**src/rtl/gtm_pkg.sv**
```systemverilog
package gtm_pkg;
    typedef enum logic [1:0] {
        ST_IDLE,
        ST_LOAD,
        ST_DRAIN,
        ST_EMIT
    } gtm_state_e;
endpackage

```
**src/rtl/gtm_dist_pipe.sv**
```systemverilog
// Difference / square / weight pipeline followed by a per-mixture accumulator.
module gtm_dist_pipe #(
    parameter int FW = 8,
    parameter int WW = 8,
    parameter int CW = 16,
    parameter int D  = 4,
    parameter int SW = 27
) (
    input  logic          clk,
    input  logic          rst_n,
    input  logic          beat_v,
    input  logic          beat_last,
    input  logic [FW-1:0] obs,
    input  logic [FW-1:0] mean,
    input  logic [WW-1:0] wt,
    input  logic [CW-1:0] cst,
    output logic          sc_valid,
    output logic [SW-1:0] sc
);
    localparam int PW = 2*FW + WW;
    localparam int AW = PW + $clog2(D) + 1;

    logic          v1, v2, v3;
    logic          l1, l2, l3;
    logic [CW-1:0] c1, c2, c3;
    logic [WW-1:0] w1, w2;
    logic [FW-1:0] d1;
    logic [2*FW-1:0] sq2;
    logic [PW-1:0] p3;
    logic [AW-1:0] acc_q;
    logic [AW-1:0] sum;

    always_ff @(posedge clk or negedge rst_n) begin
        if (!rst_n) begin
            v1 <= 1'b0; v2 <= 1'b0; v3 <= 1'b0;
            l1 <= 1'b0; l2 <= 1'b0; l3 <= 1'b0;
            c1 <= '0; c2 <= '0; c3 <= '0;
            w1 <= '0; w2 <= '0;
            d1 <= '0; sq2 <= '0; p3 <= '0;
            acc_q <= '0;
        end else begin
            v1  <= beat_v;
            l1  <= beat_last;
            c1  <= cst;
            w1  <= wt;
            d1  <= (obs >= mean) ? (obs - mean) : (mean - obs);
            v2  <= v1;
            l2  <= l1;
            c2  <= c1;
            w2  <= w1;
            sq2 <= d1 * d1;
            v3  <= v2;
            l3  <= l2;
            c3  <= c2;
            p3  <= sq2 * w2;
            if (v3) begin
                acc_q <= l3 ? '0 : sum;
            end
        end
    end

    always_comb begin
        sum      = acc_q + AW'(p3);
        sc_valid = v3 & l3;
        sc       = SW'(sum) + SW'(c3);
    end
endmodule

```
**src/rtl/gtm_min_sat.sv**
```systemverilog
// Running minimum over mixture scores, then saturated addition of both costs.
module gtm_min_sat #(
    parameter int SW = 27,
    parameter int MW = 16
) (
    input  logic          clk,
    input  logic          rst_n,
    input  logic          clr,
    input  logic          sc_valid,
    input  logic [SW-1:0] sc,
    input  logic [MW-1:0] a_self,
    input  logic [MW-1:0] a_fwd,
    output logic [MW-1:0] out_self,
    output logic [MW-1:0] out_fwd
);
    localparam logic [SW:0] MAXV = (SW+1)'({MW{1'b1}});

    logic [SW-1:0] minr;
    logic [SW:0]   s_self, s_fwd;

    always_ff @(posedge clk or negedge rst_n) begin
        if (!rst_n) begin
            minr <= '1;
        end else if (clr) begin
            minr <= '1;
        end else if (sc_valid && (sc < minr)) begin
            minr <= sc;
        end
    end

    always_comb begin
        s_self   = {1'b0, minr} + (SW+1)'(a_self);
        s_fwd    = {1'b0, minr} + (SW+1)'(a_fwd);
        out_self = (s_self > MAXV) ? '1 : s_self[MW-1:0];
        out_fwd  = (s_fwd  > MAXV) ? '1 : s_fwd[MW-1:0];
    end

    AST_MIN_MONO: assert property (@(posedge clk) disable iff (!rst_n)
        (sc_valid && !clr) |=> (minr <= $past(minr)));

    AST_SAT_BOUND: assert property (@(posedge clk) disable iff (!rst_n)
        !clr |=> ((out_self >= a_self) && (out_fwd >= a_fwd)));
endmodule

```
**src/rtl/gmm_trans_metric.sv**
```systemverilog
module gmm_trans_metric #(
    parameter int FW = 8,
    parameter int WW = 8,
    parameter int CW = 16,
    parameter int MW = 16,
    parameter int D  = 4,
    parameter int M  = 3
) (
    input  logic          clk,
    input  logic          rst_n,
    input  logic          start,
    input  logic [MW-1:0] a_self,
    input  logic [MW-1:0] a_fwd,
    input  logic          in_valid,
    output logic          in_ready,
    input  logic [FW-1:0] in_obs,
    input  logic [FW-1:0] in_mean,
    input  logic [WW-1:0] in_wt,
    input  logic [CW-1:0] in_const,
    output logic          out_valid,
    output logic [MW-1:0] out_self,
    output logic [MW-1:0] out_fwd
);
    import gtm_pkg::*;

    localparam int PW  = 2*FW + WW;
    localparam int AW  = PW + $clog2(D) + 1;
    localparam int SW  = ((AW > CW) ? AW : CW) + 1;
    localparam int DIW = (D > 1) ? $clog2(D) : 1;
    localparam int MIW = (M > 1) ? $clog2(M) : 1;
    localparam int NIW = $clog2(M + 1);

    gtm_state_e     state_q, state_d;
    logic [DIW-1:0] dim_q;
    logic [MIW-1:0] mix_q;
    logic [NIW-1:0] done_q;
    logic [MW-1:0]  as_q, af_q;
    logic           fire, last_dim, last_beat, clr;
    logic           sc_valid;
    logic [SW-1:0]  sc;

    assign fire      = in_valid & in_ready;
    assign last_dim  = (dim_q == DIW'(D-1));
    assign last_beat = last_dim && (mix_q == MIW'(M-1));
    assign clr       = start && (state_q == ST_IDLE);

    // State register and bookkeeping counters.
    always_ff @(posedge clk or negedge rst_n) begin
        if (!rst_n) begin
            state_q <= ST_IDLE;
            dim_q   <= '0;
            mix_q   <= '0;
            done_q  <= '0;
            as_q    <= '0;
            af_q    <= '0;
        end else begin
            state_q <= state_d;
            if (clr) begin
                dim_q  <= '0;
                mix_q  <= '0;
                done_q <= '0;
                as_q   <= a_self;
                af_q   <= a_fwd;
            end else begin
                if (fire) begin
                    dim_q <= last_dim ? '0 : dim_q + 1'b1;
                    if (last_dim) mix_q <= mix_q + 1'b1;
                end
                if (sc_valid) done_q <= done_q + 1'b1;
            end
        end
    end

    // Next-state selection.
    always_comb begin
        state_d = state_q;
        unique case (state_q)
            ST_IDLE:  if (start) state_d = ST_LOAD;
            ST_LOAD:  if (fire && last_beat) state_d = ST_DRAIN;
            ST_DRAIN: if (sc_valid && (done_q == NIW'(M-1))) state_d = ST_EMIT;
            ST_EMIT:  state_d = ST_IDLE;
        endcase
    end

    // Handshake outputs.
    always_comb begin
        in_ready  = 1'b0;
        out_valid = 1'b0;
        unique case (state_q)
            ST_IDLE:  ;
            ST_LOAD:  in_ready = 1'b1;
            ST_DRAIN: ;
            ST_EMIT:  out_valid = 1'b1;
        endcase
    end

    gtm_dist_pipe #(.FW(FW), .WW(WW), .CW(CW), .D(D), .SW(SW)) u_dist (
        .clk       (clk),
        .rst_n     (rst_n),
        .beat_v    (fire),
        .beat_last (last_dim),
        .obs       (in_obs),
        .mean      (in_mean),
        .wt        (in_wt),
        .cst       (in_const),
        .sc_valid  (sc_valid),
        .sc        (sc)
    );

    gtm_min_sat #(.SW(SW), .MW(MW)) u_min (
        .clk      (clk),
        .rst_n    (rst_n),
        .clr      (clr),
        .sc_valid (sc_valid),
        .sc       (sc),
        .a_self   (as_q),
        .a_fwd    (af_q),
        .out_self (out_self),
        .out_fwd  (out_fwd)
    );

    AST_START_OPENS: assert property (@(posedge clk) disable iff (!rst_n)
        clr |=> in_ready);

    AST_BEAT_COUNT: assert property (@(posedge clk) disable iff (!rst_n)
        (fire && last_beat) |=> !in_ready);

    AST_ONE_PULSE: assert property (@(posedge clk) disable iff (!rst_n)
        out_valid |=> !out_valid);
endmodule

```
**config.mk**
```make
export PLATFORM = sky130hd
export DESIGN_NAME = gmm_trans_metric
export DESIGN_NICKNAME = d
export VERILOG_FILES = /design/src/rtl/gtm_pkg.sv /design/src/rtl/gtm_dist_pipe.sv /design/src/rtl/gtm_min_sat.sv /design/src/rtl/gmm_trans_metric.sv
export SDC_FILE = /design/constraint.sdc
export NUM_CORES = 1
export LEC_CHECK = 0
export BUFFER_PORTS_ARGS = -buffer_cell sky130_fd_sc_hd__buf_4
export CAP_MARGIN = 15
export CORE_MARGIN = 2
export CORE_UTILIZATION = 57
export CTS_CLUSTER_SIZE = 40
export DETAILED_ROUTE_END_ITERATION = 7
export PLACE_DENSITY = 0.87
export SETUP_SLACK_MARGIN = 0.1
export SYNTH_ARGS = -nofsm -noshare
export SYNTH_HDL_FRONTEND = slang
export SYNTH_HIERARCHICAL = 1
export SYNTH_SLANG_ARGS = --single-unit
```
**constraint.sdc**
```tcl
create_clock -name clk -period 5.9 [get_ports clk]
set_input_delay 0.59 -clock clk [delete_from_list [all_inputs] [get_ports clk]]
set_output_delay 0.59 -clock clk [all_outputs]
set_load 0.05 [all_outputs]
```
==> flow_summary.ini <==
[finish]
stdcell_count = 2472
fillers = 2306
register_area_mm2 = 0.00534
finalNetCount = 2431
multi_input_area_mm2 = 0.0120
layout_commonest_cell = inv_1
mostFrequentLayoutCells = 243 x inv_1, 187 x ha_1, 183 x dfrtp_1
diodes = 0
drive_above_1_share_pct = 16.1
area_growth_pct = 13.6

[die]
die-area_mm2 = 0.0337
start_util_pct = 58.1
num_rows = 65
die_x_um = 184
ios = 110
core_area_mm2 = 0.0316
die_height_um = 184

[synth]
synth_seq_cells = 212
synth-warning-count = 6
synth_ff_type = dfrtp_1
syn-instance-count = 1916
seq_area_frac_synth_pct = 29.1
ys_types = 106
async_flop_share_pct = 100
syn_avg_cell_area_um2 = 9.59
syn_area_mm2 = 0.0184
synth_edf_count = 0

[route]
first_pass_iters = 6
drcViolationCount = 0
drt-total-wl_um = 43400
drt_iter0_markers = 1103
vias_per_cell = 5.90
avgRoutedWirePerCell_um = 17.6
vias = 14597
ant_nets = 0

[critical_path]
r2r_start = u_dist/acc_q[0]$_DFFE_PN0P_
critPathMaxStageDelay_ns = 0.40
cp.required_ns = 6.34
timing.rr.end = u_min/minr[0]$_DFFE_PN1P_
crit_family = compound AO/OA/AOI/OAI gates
worst_ep_arrival_time_ns = 6.38
path_buf_inv = 3
rrSetupSlack_ns = -0.04
crit_type = flop to flop
end_kind = flop
crit_path_max_fanout = 16
startpoint_type = flop
slowest_stage = dfrtp_1
rr_worst_depth = 30

[clocking]
cts_buffers = 25
clkSlewWorstSetupHoldPaths_ns = 0.06
cts_root_buf = clkbuf_16
cts_tree = done
cts-htree-levels = 1
holdBufCountCts = 0
clock_tree.buffer_depth = 3
clk_latency_ns = 0.54
cts_num_sinks = 212

[sta]
fin_ws_ns = -0.0379
fin_skew_ns = 0.0207
period_needed_ns = 5.94
slew_headroom_pct = 32.3
final_max_slew_viol_count = 0
rsz0062_at_grt = yes
worstMarginPinSlew_ns = 1.02
finalCritPeriodShare_pct = 101
worst_hold_slack_ns = 0.113
clock.fmax_mhz = 168
hold_viol = 0
setup_violations = 6

[job]
maxCapViolations = 0

[placed_design]
dp_hpwl_um = 32700
gp_congestion = 0.940
io_buffers = 109
dp.cells = 2408

[min_path]
min_path_type = input port to async pin

[outcome]
status = complete, but fails checks
violations = setup timing

[global_routing]
grt_use_total_pct = 25.4
grt_overflow_total = 0
grt_max_degree = 100
antenna_found_initial = 0
grt_pass1_wl_um = 70700
grt_pass1_vias = 15143
[cell usage after synthesis, types with 16 or more instances]
master	instances	area, µm²
fa_1	111	2220
nor2b_1	16	100
o211ai_1	40	300
xnor2_1	71	622
o21a_1	22	165
nor3_1	32	160
nand3_1	40	200
nand4_1	29	181
and2_1	127	795
o22ai_1	16	100
nor2_1	90	338
o21ai_0	58	290
inv_1	243	912
clkbuf_1	30	113
dfstp_2	28	736
mux2_2	31	349
a21o_1	26	195
a21oi_1	103	515
ha_1	193	2410
dfrtp_1	184	4600
nand2b_1	21	131
xor2_1	33	289
nand2_1	122	458
[registers in the layout, indices dropped and copies added, names as in the netlist, 2 cells and up]
signal and count:
u_dist/d1 8, u_min/minr 28, u_dist/p3 24, u_dist/acc_q 27
u_dist/w2 8, u_dist/w1 8, u_dist/c2 16, as_q 16
u_dist/c1 16, u_dist/sq2 15, state_q 2, mix_q 2
u_dist/c3 16, af_q 16, dim_q 2, done_q 2
[repair_timing]
item / CTS / global route
cloned: 2 / 1
pin swaps: 9 / 6
buffers inserted: 7 / 8
setup endpoints to repair: 28 / 29
resized for setup: 18 / 18
[kinds of logic (layout without fill, tap and decap cells)]
group                    count (synthesis)  after routing  synth area share (%)
AO/OA/AOI/OAI                          401            401                  15.2
XOR/XNOR                               106            106                  5.14
adder cells (fa/ha/maj)                304            304                  25.2
buffers and inverters                  294            446                  6.50
flip-flops                             212            212                  29.1
multiplexers                            47             47                  2.82
other                                    2              4                0.0409
AND/OR/NAND/NOR                        550            550                  16.0
[layer usage]
layer / track usage [%] / vias up / part of all wire, %
li1: - / 6842 / -
met1: 28.9 / 7131 / 40
met2: 48.2 / 510 / 52
met3: 3.17 / 114 / 4.8
met4: 10.1 / 0 / 3.5
met5: 0 / - / 0
[final cells by class]
cell class	count	share of cell area (%)
Tap cell	402	2.41
Multi-Input combinational cell	1412	57.6
Clock inverter	15	0.786
Sequential cell	212	25.6
Clock buffer	31	3.25
Inverter	245	4.41
Timing Repair Buffer	155	5.96
[through the flow]
stage / setup WS (ns) / TNS (ns) / utilization (%) / area [µm²]
3_3_place_gp: -0.00344 / -0.00344 / 62.2 / 19700
2_1_floorplan: 0.124 / 0 / - / 18400
3_5_place_dp: -0.185 / -3.20 / 62.2 / 19700
4_1_cts: 0.108 / 0 / 65.4 / 20700
6_report: -0.0379 / -0.107 / 66.0 / 20900
5_1_grt: -0.329 / -7.43 / 66.0 / 20900
[worst max-delay path by stage]
stage	start	to	slack, ns	cells past startpoint
after CTS	u_dist/p3[0]$_DFF_PN0_	u_min/minr[0]$_DFFE_PN1P_	0.11	30
after detailed placement	u_dist/p3[1]$_DFF_PN0_	u_min/minr[0]$_DFFE_PN1P_	-0.19	28
after global placement	u_dist/acc_q[0]$_DFFE_PN0P_	u_min/minr[0]$_DFFE_PN1P_	-0.003	28
after floorplan	u_dist/acc_q[0]$_DFFE_PN0P_	u_min/minr[15]$_DFFE_PN1P_	0.12	28
final	u_dist/acc_q[0]$_DFFE_PN0P_	u_min/minr[0]$_DFFE_PN1P_	-0.04	30
after global routing	u_dist/acc_q[0]$_DFFE_PN0P_	u_min/minr[0]$_DFFE_PN1P_	-0.33	30
Power is left out: the tool's default activity adds up to more than one toggle a clock period on the data nets, which glitch-free logic cannot reach.
